==> src/rtl/lsc_pkg.sv <==
// Shared types for the lock-stage coefficient selector.
// Assumes stage codes are fixed and visible to software through stage_out.
package lsc_pkg;
    typedef enum logic [1:0] {
        STG_START = 2'd0,
        STG_ACQ   = 2'd1,
        STG_LOCK  = 2'd2
    } stage_e;

    localparam int NUM_STAGES = 3;
endpackage

==> src/rtl/lsc_interval_timer.sv <==
// Counts timebase ticks while the starting stage is active and pulses
// 'expired' combinationally on the tick that completes the interval.
// Assumes tick is a single-cycle pulse and clear has priority.
module lsc_interval_timer #(
    parameter int START_SECS = 2
) (
    input  logic clk,
    input  logic rst_n,
    input  logic clear,
    input  logic run,
    input  logic tick,
    output logic expired
);
    localparam int CNT_W = (START_SECS < 2) ? 1 : $clog2(START_SECS);
    localparam logic [CNT_W-1:0] LAST = CNT_W'(START_SECS - 1);

    logic [CNT_W-1:0] cnt_q;

    // Final tick of the interval while running
    always_comb begin
        expired = run && tick && (cnt_q == LAST);
    end

    // Tick counter: cleared on restart, wraps when the interval ends
    always_ff @(posedge clk) begin
        if (!rst_n || clear) begin
            cnt_q <= '0;
        end else if (run && tick) begin
            if (expired) cnt_q <= '0;
            else         cnt_q <= cnt_q + 1'b1;
        end
    end
endmodule

==> src/rtl/lsc_stage_fsm.sv <==
// Tracks the lock progression: starting -> acquisition -> locked, with
// loss of lock falling back to acquisition and restart to starting.
// Assumes restart (loop open or input change) outranks every other event.
module lsc_stage_fsm
    import lsc_pkg::*;
(
    input  logic   clk,
    input  logic   rst_n,
    input  logic   restart,
    input  logic   interval_done,
    input  logic   lock_det,
    output stage_e stage_q
);
    stage_e stage_d;

    // Next-stage decision
    always_comb begin
        stage_d = stage_q;
        if (restart) begin
            stage_d = STG_START;
        end else begin
            unique case (stage_q)
                STG_START: if (interval_done) stage_d = STG_ACQ;
                STG_ACQ:   if (lock_det)      stage_d = STG_LOCK;
                STG_LOCK:  if (!lock_det)     stage_d = STG_ACQ;
                default:                      stage_d = STG_START;
            endcase
        end
    end

    // Stage register
    always_ff @(posedge clk) begin
        if (!rst_n) stage_q <= STG_START;
        else        stage_q <= stage_d;
    end
endmodule

==> src/rtl/lsc_coeff_mux.sv <==
// Registers the coefficient pair for the effective stage.
// The effective stage is the tracked stage under automatic selection and the
// locked stage otherwise. Assumes pair arrays are indexed by stage code.
module lsc_coeff_mux
    import lsc_pkg::*;
#(
    parameter int BW_W   = 5,
    parameter int DAMP_W = 3
) (
    input  logic                             clk,
    input  logic                             rst_n,
    input  stage_e                           stage,
    input  logic                             auto_en,
    input  logic [NUM_STAGES-1:0][BW_W-1:0]  bw_set,
    input  logic [NUM_STAGES-1:0][DAMP_W-1:0] damp_set,
    output logic [BW_W-1:0]                  bw_q,
    output logic [DAMP_W-1:0]                damp_q
);
    stage_e                              eff_stage;
    logic [NUM_STAGES-1:0]               sel;
    logic [NUM_STAGES-1:0][BW_W-1:0]     bw_term;
    logic [NUM_STAGES-1:0][DAMP_W-1:0]   damp_term;
    logic [BW_W-1:0]                     bw_d;
    logic [DAMP_W-1:0]                   damp_d;

    // Effective stage after the override
    always_comb begin
        eff_stage = auto_en ? stage : STG_LOCK;
    end

    // One-hot gated terms, one per stage
    for (genvar i = 0; i < NUM_STAGES; i++) begin : g_term
        assign sel[i]       = (eff_stage == stage_e'(i));
        assign bw_term[i]   = sel[i] ? bw_set[i]   : '0;
        assign damp_term[i] = sel[i] ? damp_set[i] : '0;
    end

    // OR-combine the gated terms
    always_comb begin
        bw_d   = '0;
        damp_d = '0;
        for (int i = 0; i < NUM_STAGES; i++) begin
            bw_d   = bw_d   | bw_term[i];
            damp_d = damp_d | damp_term[i];
        end
    end

    // Output register
    always_ff @(posedge clk) begin
        if (!rst_n) begin
            bw_q   <= '0;
            damp_q <= '0;
        end else begin
            bw_q   <= bw_d;
            damp_q <= damp_d;
        end
    end
endmodule

==> src/rtl/lsc_coeff_selector.sv <==
// Top of the lock-stage coefficient selector. Restarts the progression on
// loop open or input change, times the starting interval with the 1 Hz tick,
// and drives the registered coefficient pair for the current stage.
module lsc_coeff_selector
    import lsc_pkg::*;
#(
    parameter int BW_W       = 5,
    parameter int DAMP_W     = 3,
    parameter int START_SECS = 2
) (
    input  logic              clk,
    input  logic              rst_n,
    input  logic              auto_sel_en,
    input  logic              loop_closed,
    input  logic              sel_change,
    input  logic              lock_det,
    input  logic              tick_1hz,
    input  logic [BW_W-1:0]   start_bw,
    input  logic [DAMP_W-1:0] start_damp,
    input  logic [BW_W-1:0]   acq_bw,
    input  logic [DAMP_W-1:0] acq_damp,
    input  logic [BW_W-1:0]   lock_bw,
    input  logic [DAMP_W-1:0] lock_damp,
    output logic [BW_W-1:0]   bw_out,
    output logic [DAMP_W-1:0] damp_out,
    output logic [1:0]        stage_out
);
    logic                               restart;
    logic                               interval_done;
    stage_e                             stage;
    logic [NUM_STAGES-1:0][BW_W-1:0]    bw_set;
    logic [NUM_STAGES-1:0][DAMP_W-1:0]  damp_set;

    // Restart condition and stage-indexed pair arrays
    always_comb begin
        restart            = !loop_closed || sel_change;
        bw_set[STG_START]  = start_bw;
        bw_set[STG_ACQ]    = acq_bw;
        bw_set[STG_LOCK]   = lock_bw;
        damp_set[STG_START] = start_damp;
        damp_set[STG_ACQ]   = acq_damp;
        damp_set[STG_LOCK]  = lock_damp;
    end

    lsc_interval_timer #(.START_SECS(START_SECS)) u_timer (
        .clk     (clk),
        .rst_n   (rst_n),
        .clear   (restart),
        .run     (stage == STG_START),
        .tick    (tick_1hz),
        .expired (interval_done)
    );

    lsc_stage_fsm u_fsm (
        .clk           (clk),
        .rst_n         (rst_n),
        .restart       (restart),
        .interval_done (interval_done),
        .lock_det      (lock_det),
        .stage_q       (stage)
    );

    lsc_coeff_mux #(.BW_W(BW_W), .DAMP_W(DAMP_W)) u_mux (
        .clk      (clk),
        .rst_n    (rst_n),
        .stage    (stage),
        .auto_en  (auto_sel_en),
        .bw_set   (bw_set),
        .damp_set (damp_set),
        .bw_q     (bw_out),
        .damp_q   (damp_out)
    );

    assign stage_out = stage;
endmodule

==> config.mk <==
export PLATFORM = sky130hd
export DESIGN_NAME = lsc_coeff_selector
export DESIGN_NICKNAME = d
export VERILOG_FILES = /design/src/rtl/lsc_pkg.sv /design/src/rtl/lsc_interval_timer.sv /design/src/rtl/lsc_stage_fsm.sv /design/src/rtl/lsc_coeff_mux.sv /design/src/rtl/lsc_coeff_selector.sv
export SDC_FILE = /design/constraint.sdc
export NUM_CORES = 1
export LEC_CHECK = 0
export ABC_AREA = 1
export BUFFER_PORTS_ARGS = -buffer_cell sky130_fd_sc_hd__buf_2
export CAP_MARGIN = 20
export CORE_MARGIN = 2
export CORE_UTILIZATION = 30
export CTS_CLUSTER_DIAMETER = 60
export DETAILED_ROUTE_END_ITERATION = 6
export GPL_ROUTABILITY_DRIVEN = 1
export PLACE_DENSITY = 0.62
export SETUP_SLACK_MARGIN = 0.4
export SYNTH_ARGS = -nofsm -noshare
export SYNTH_HDL_FRONTEND = slang
export SYNTH_SLANG_ARGS = --single-unit
==> constraint.sdc <==
create_clock -name clk -period 1.78 [get_ports clk]
set_input_delay 0.267 -clock clk [delete_from_list [all_inputs] [get_ports clk]]
set_output_delay 0.267 -clock clk [all_outputs]
set_load 0.005 [all_outputs]
Word level (Yosys, flattened, before mapping)
Cells that the tools add are included.
{"block": "totals", "output_inout_bits": 10, "n_memories": 0, "ram_bits": 0, "rom_bits": 0, "latchBits": 0, "register_bits": 11}
{"block": "op_classes", "n_div": 0, "eq_ne": 7, "shift": 0, "reduce_logical": 10, "n_bitwise": 5, "n_lt_le_gt_ge": 0, "add_sub_neg": 1, "muxes": 12, "mul": 0}
{"cell": "5-bit two-way mux", "count": 3}
{"cell": "5-bit bitwise OR", "count": 2}
{"cell": "3-bit two-way mux", "count": 3}
{"cell": "2-bit two-way mux", "count": 4}
{"cell": "2-bit != test (second input constant)", "count": 3}
{"cell": "3-bit bitwise OR", "count": 2}
{"cell": "2-bit one-hot mux with 3 select lines", "count": 1}
{"cell": "2-bit by 1-bit equality test with 1-bit output (second input constant)", "count": 2}
{"cell": "2-bit equality test (second input constant)", "count": 2}
{"cell": "2-bit zero test", "count": 2}
{"cell": "3-bit AND reduction", "count": 1}
{"cell": "1-bit logical AND", "count": 2}
{"cell": "1-bit zero test", "count": 2}
{"cell": "1-bit logical OR", "count": 2}
{"cell": "2-bit OR reduction", "count": 1}
{"cell": "1-bit adder (second input constant)", "count": 1}
{"cell": "1-bit two-way mux", "count": 1}
{"cell": "1-bit inverter", "count": 1}

Longest topological paths before layout
Gate-level depths: netlist of run 1.
{"block": "logic_depth", "ltp_word": 5, "ltp_mapped": 6, "ltp_nobuf": 6}

By module
Synthesis of run 1 repeated with hierarchy kept, for this count alone.
{"block": "hier_totals", "hier_cells": 91, "area_unflattened_um2": 650.6}
{"module": "lsc_coeff_mux", "instances": 1, "cells_each": 65, "area_each_um2": 476.7, "seq_area_each_um2": 160.2}
{"module": "lsc_stage_fsm", "instances": 1, "cells_each": 15, "area_each_um2": 108.9, "seq_area_each_um2": 40.0}
{"module": "lsc_interval_timer", "instances": 1, "cells_each": 8, "area_each_um2": 53.8, "seq_area_each_um2": 20.0}
{"module": "lsc_coeff_selector", "instances": 1, "cells_each": 3, "area_each_um2": 11.3, "seq_area_each_um2": 0.0}

Worst setup path after synthesis of run 1
OpenSTA, ideal clock, no wires.
{"block": "synth_timing", "kind": "reg2reg", "startpoint": "register u_fsm.stage_q[0]", "endpoint": "register u_fsm.stage_q[0]", "setup_time_ns": 0.115, "stages_incl_launch_ff": 7, "arrival_time_ns": 0.830, "setup_slack_ns": 0.834, "t_required_ns": 1.665, "period_less_slack_ns": 0.946, "n_path_buf": 1, "cell_sequence": "dfxtp_1 -> buf_6 -> inv_1 -> nand2_1 -> nand2_2 -> nand2_2 -> a21oi_2"}
{"block": "synth_via", "elab_chain_cells": 5, "elab_cells_between_ends": 10}
{"element": "start: declaration", "line": "lsc_stage_fsm.sv:12", "source": "output stage_e stage_q"}
{"element": "start signal: assignment", "line": "lsc_stage_fsm.sv:34", "source": "else stage_q <= stage_d;"}
{"element": "2-bit zero test", "line": "lsc_stage_fsm.sv:22, lsc_coeff_selector.sv:49"}
{"element": "1-bit logical AND (2 in series)", "line": "lsc_interval_timer.sv:21", "source": "expired = run && tick && (cnt_q == LAST);"}
{"element": "2-bit != test (no line)"}
{"element": "3-bit AND reduction (no line)"}
Several ways; a longest one is shown, not always the timed one.
A chain may end at the register's enable or synchronous reset.

Final worst setup path of run 1
{"block": "layout_timing", "startpoint": "register u_fsm.stage_q[0]", "endpoint": "output port stage_out[0]"}
{"element": "end: declaration", "line": "lsc_coeff_selector.sv:26", "source": "output logic [1:0] stage_out"}
No word-level cell between the ends.

==> impl_metrics.ini, run 1 <==
[yosys]
synth_top_area_cell = dfxtp_1
synth_top_area_frac = 0.363
syn_area_um2 = 607
synth.distinct_cells = 14
ys_ff_latch = 11
synth_fp_nets = 114
ys_seq_area_frac = 0.363
ys_warn_count = 0
avgSynthCellArea_um2 = 7.31
netlist_top_cells_area = dfxtp_1, nand3_1, nand4_1
synth_cells = 83

[routing]
wire_per_inst_um = 10.2
avgViaCountPerCell = 4.51
ant_nets = 0
drt_iter0_drc = 4
first_pass_iters = 4
vias = 677
drc = 0
routed_wl_um = 1530

[worst_setup_path]
start_kind = flip-flop
crit_buf_inv = 1
worstPathCellList = buf_2
cpMaxStageDelayCell = dfxtp_2
crit_path_max_incr_delay_ns = 0.50
endpoint_kind = output port
cp.required_ns = 1.51
crit_arrival_ns = 0.95
crit_fanout = 13
crit_family = flip-flops
crit_type = flip-flop to output port

[sta]
fin_crit_sh = 0.683
worst_pin_slew_ns = 0.328
period_needed_ns = 1.22
setup_viol = 0
relSlewSlack = 0.781
hold_viol = 0
slew_violations = 0
finClkSkew_ns = 0.000362
grt_setup_unrepaired = false
max_freq_mhz = 823
tns_ns = 0
finalWorstSetupSlack_ns = 0.564

[clocking]
clock_latency_ns = 0.27
cts_sinks = 11
clockBufferDepth = 2
cts_tree = built
clkTransAtPathRegs_ns = 0.07
ctsResizeCount = 1
cts_root_buffer = clkbuf_4
post-cts-setup-buffers = 0
cts-hold-fix-buffers = 0
cts_htree_levels = 1
cts_made_buffers = 3

[global_routing]
gr-total-overflow = 0
grt_pass1_vias = 596
grt_start_max_net_pins = 19
use_met2 = 0.228
grt_use_met1 = 0.152
antenna_found_initial = 0
grt_pass1_wl_um = 2530
grtUsageTotal = 0.138
use_met3 = 0.0644
top_usage_layer = met2

[worst_hold_path]
hold_class = input pin to flip-flop

[layout]
final_cells = 150
finalNetCount = 155
drive_gt1_frac = 0.423
antenna_cells = 0
area_growth_pct = 36.3
nFillCells = 225

[flow_run]
maxCapViolCount = 0

[pwr]
p_per_area_mw_per_mm2 = 630
peakVddDrop_mv = 0.336
leakage_nw = 0.460
total_power_w = 0.000521

[floorplanning]
num_rows = 16
initial_core_util = 0.313
die_w_um = 49.0
coreArea_mm2 = 0.00194
die_h_um = 49.0
io_pins = 41
dieArea_mm2 = 0.00240

[place]
placed_cells = 146
gp_congestion = 0.770
dpl_worst_slack_ns = 0.485
hpwl_um = 1240
io_buffers = 40

[outcome]
status = complete, no violations
## through the flow
step	area (um^2)	utilization	hold WS [ns]
3_5_place_dp	800	0.412	0.487
3_3_place_gp	800	0.412	0.469
5_1_grt	827	0.426	0.238
2_1_floorplan	607	-	0.388
4_1_cts	827	0.426	0.214
6_report	827	0.426	0.223
## where the power goes
part	switching (W)	internal [W]
registers	0.00000272	0.000258
logic	0.0000430	0.0000461
clock network	0.0000846	0.0000869
## registers in the layout, indices dropped and copies added, names as in the netlist
| name | flops |
|---|---|
| u_mux.damp_q | 3 |
| u_timer.cnt_q | 1 |
| u_mux.bw_q | 5 |
| u_fsm.stage_q | 2 |
## final cells by class
class	count	area, um^2	area share
multi-input cells	56	298	0.360
flip-flops and latches	11	221	0.268
repair buffers	40	200	0.242
inverters	12	47.5	0.0575
well taps	27	33.8	0.0408
clock buffers	4	26.3	0.0318
## logic make-up after synthesis
kind of cell / after synthesis / synth area share
flops: 11 / 0.363
buf+inv: 16 / 0.146
simple gates: 54 / 0.468
compound gates: 2 / 0.0227
## cells in the mapped netlist
master	count
nand3_1	25
buf_6	3
buf_4	1
nor2_1	3
a21oi_2	1
dfxtp_1	11
a21oi_1	1
nand2_1	12
inv_4	1
nand2_4	2
inv_1	11
nand2_2	3
nand4_1	8
nor2_4	1
## final timing paths
path	from	endpoint	slack, ns	depth (start not counted)
max	u_fsm.stage_q[0]	stage_out[0]	0.56	1
min	lock_det	u_fsm.stage_q[1]	0.22	3
max reg2reg	u_fsm.stage_q[0]	u_mux.bw_q[0]	0.71	5
min reg2reg	u_timer.cnt_q	u_timer.cnt_q	0.50	2
## routing by layer
| layer | part of all wire | wire length (um) |
|---|---|---|
| met1 | 0.42 | 640 |
| met2 | 0.46 | 704 |
| met3 | 0.11 | 164 |
| met4 | 0.014 | 21 |
| met5 | 0 | 0 |
## tightest hold or removal path: cells and delay by family
| kind | cells | cell delay [ns] |
|---|---|---|
| buffers and inverters | 1 | 0.10 |
| and+or+nand+nor | 2 | 0.08 |
## placed cells by master (no fill, tap or decap), types with 2 or more instances in the layout
cell,count
buf_2,40
clkbuf_4,3
dfxtp_1,10
inv_1,11
nand2_1,12
nand2_2,3
nand2_4,2
nand3_1,25
nand4_1,8
nor2_1,3
Power figures use the tool's default switching activity.
==> inputs of run 2 (changes only) <==
clock period = 1.2 ns   (was 1.78 ns; I/O delays follow)
==> run 2 against run 1 <==
Critical endpoint unchanged. Critical path depth stayed put. Highest routed layer unchanged. Worst setup slack worse by 0.35 ns. Via count is 7.5% higher. Design area is 9.2% higher. Wire length is 8.2% higher. Register-to-register slack worse by 0.46 ns. Worst hold slack worse by 0.094 ns. Non-clock buffer count is 4 higher. Final cell count is 3.3% higher.
==> impl_metrics.ini, run 2 (synthesis results as in run 1) <==
[outcome]
status = complete, no violations

[pwr]
peakVddDrop_mv = 0.434
p_comb_frac = 0.178
p_per_area_mw_per_mm2 = 852
power_frac_clock = 0.324
total_power_w = 0.000770
p_seq_frac = 0.498
leakage_nw = 0.491
switching_share = 0.248
p_sw_w = 0.000191
internal_power_w = 0.000579

[sta]
period_needed_ns = 0.987
slew_violations = 0
worst_pin_slew_ns = 0.253
setup_viol = 0
grt_setup_unrepaired = true
tns_ns = 0
relSlewSlack = 0.831
max_freq_mhz = 1010
fin_crit_sh = 0.823
hold_viol = 0
finClkSkew_ns = 0.00781

[global_routing]
use_met2 = 0.237
gr-total-overflow = 0
grt_use_met1 = 0.171
use_met3 = 0.0429
grt_pass1_vias = 679
grt_pass1_wl_um = 2720
grtUsageTotal = 0.143
grt_start_max_net_pins = 14
antenna_found_initial = 0
top_usage_layer = met2

[routing]
wire_per_inst_um = 10.7
drc = 0
drt_iter0_drc = 11
vias = 728
first_pass_iters = 4
ant_nets = 0
routed_wl_um = 1660
avgViaCountPerCell = 4.70

[clocking]
clockBufferDepth = 2
cts_htree_levels = 1
cts_made_buffers = 3
cts_root_buffer = clkbuf_4
clkTransAtPathRegs_ns = 0.08
clock_latency_ns = 0.26
cts_tree = built
cts_sinks = 11

[place]
io_buffers = 40
hpwl_um = 1300
gp_congestion = 0.799

[worst_setup_path]
cp.required_ns = 1.02
r2r-start = u_fsm.stage_q[0]
critPathLaunch = u_fsm.stage_q[0]
crit_family = flip-flops
r2r_setup_slack_ns = 0.25
cp-endpoint = stage_out[0]
worstPathCellList = buf_6
cpMaxStageDelayCell = dfxtp_4
reg2reg_depth = 5
crit_buf_inv = 1
crit_fanout = 7
path_depth = 1
crit_type = flip-flop to output port
endpoint_kind = output port
start_kind = flip-flop
crit_arrival_ns = 0.81
timing.rr.end = u_mux.damp_q[1]
crit_path_max_incr_delay_ns = 0.43

[layout]
multi_input_area_um2 = 314
reg_top3 = u_mux.bw_q (5), u_mux.damp_q (3), u_fsm.stage_q (2)
largest_reg_flops = 5
regMostFlops = u_mux.bw_q
seq_area_um2 = 229
antenna_cells = 0
area_growth_pct = 48.9
nFillCells = 225
drive_gt1_frac = 0.477
final_cell_mix = buf_2, nand3_1, nand2_1, inv_1
final_util = 0.465
final_common_cell = buf_2
finalNetCount = 160

[floorplanning]
initial_core_util = 0.313
io_pins = 41
die_w_um = 49.0
coreArea_mm2 = 0.00194
num_rows = 16
dieArea_mm2 = 0.00240
die_h_um = 49.0

[worst_hold_path]
hold_class = input pin to flip-flop
min_from = lock_det

[flow_run]
maxCapViolCount = 0
[run 2: changes by cell type in the layout (fill, tap and decap cells not counted), moves of 2 or more]
cell     delta
buf_2       -2
buf_4       +2
buf_6       +4
dfxtp_1     -2
dfxtp_4     +2
[run 2: how the worst min path moves through the flow]
stage | slack (ns) | cells after the start | end
6_report | 0.13 | 3 | u_fsm.stage_q[1]
5_1_grt | 0.13 | 3 | u_fsm.stage_q[1]
4_1_cts | 0.12 | 3 | u_fsm.stage_q[1]
3_5_place_dp | 0.41 | 3 | u_fsm.stage_q[1]
3_3_place_gp | 0.41 | 3 | u_fsm.stage_q[1]
2_1_floorplan | 0.29 | 2 | u_fsm.stage_q[1]
[run 2: power groups by stage]
| stage | clock network [W] | logic [W] | registers, W |
|---|---|---|---|
| 6_report | 0.000249 | 0.000137 | 0.000383 |
| 5_1_grt | 0.000283 | 0.000154 | 0.000385 |
| 4_1_cts | 0.000266 | 0.000138 | 0.000383 |
| 3_5_place_dp | 0 | 0.000136 | 0.000394 |
| 3_3_place_gp | 0 | 0.000136 | 0.000393 |
| 2_1_floorplan | 0 | 0.0000652 | 0.000397 |
[run 2: through the flow]
step | hold slack [ns] | cell area [um^2] | setup WS [ns] | instances
after global placement | 0.408 | 817 | 0.236 | 147
after CTS | 0.117 | 878 | 0.230 | 154
after detailed placement | 0.411 | 817 | 0.206 | 147
after global routing | 0.132 | 903 | 0.180 | 155
final | 0.129 | 903 | 0.213 | 155
after floorplan | 0.293 | 617 | 0.359 | 83
[run 2: final cells by class]
type                    count  area share
multi-input cells          57       0.348
repair buffers             44       0.277
flip-flops and latches     11       0.253
inverters                  12      0.0554
well taps                  27      0.0374
clock buffers               4      0.0291
[run 2: worst register-to-register path, delay by kind of cell, from the launching register on]
| kind | cells | cell delay, ns |
|---|---|---|
| buffers and inverters | 1 | 0.03 |
| flip-flops | 1 | 0.43 |
| AND/OR/NAND/NOR | 4 | 0.38 |
[run 2: timing repair]
| item | 4_1_cts | 5_1_grt |
|---|---|---|
| resized for setup | 3 | 5 |
| hold buffers | 0 | 0 |
| buffers inserted | 3 | 0 |
| setup endpoints to repair | 21 | 21 |
| pin swaps | 1 | 4 |
| gates cloned | 0 | 1 |
[run 2: layer usage]
| layer | vias up | share of wire |
|---|---|---|
| met5 | - | 0 |
| met4 | 0 | 0.0042 |
| met3 | 2 | 0.074 |
| met2 | 26 | 0.48 |
| met1 | 329 | 0.44 |
| li1 | 371 | - |
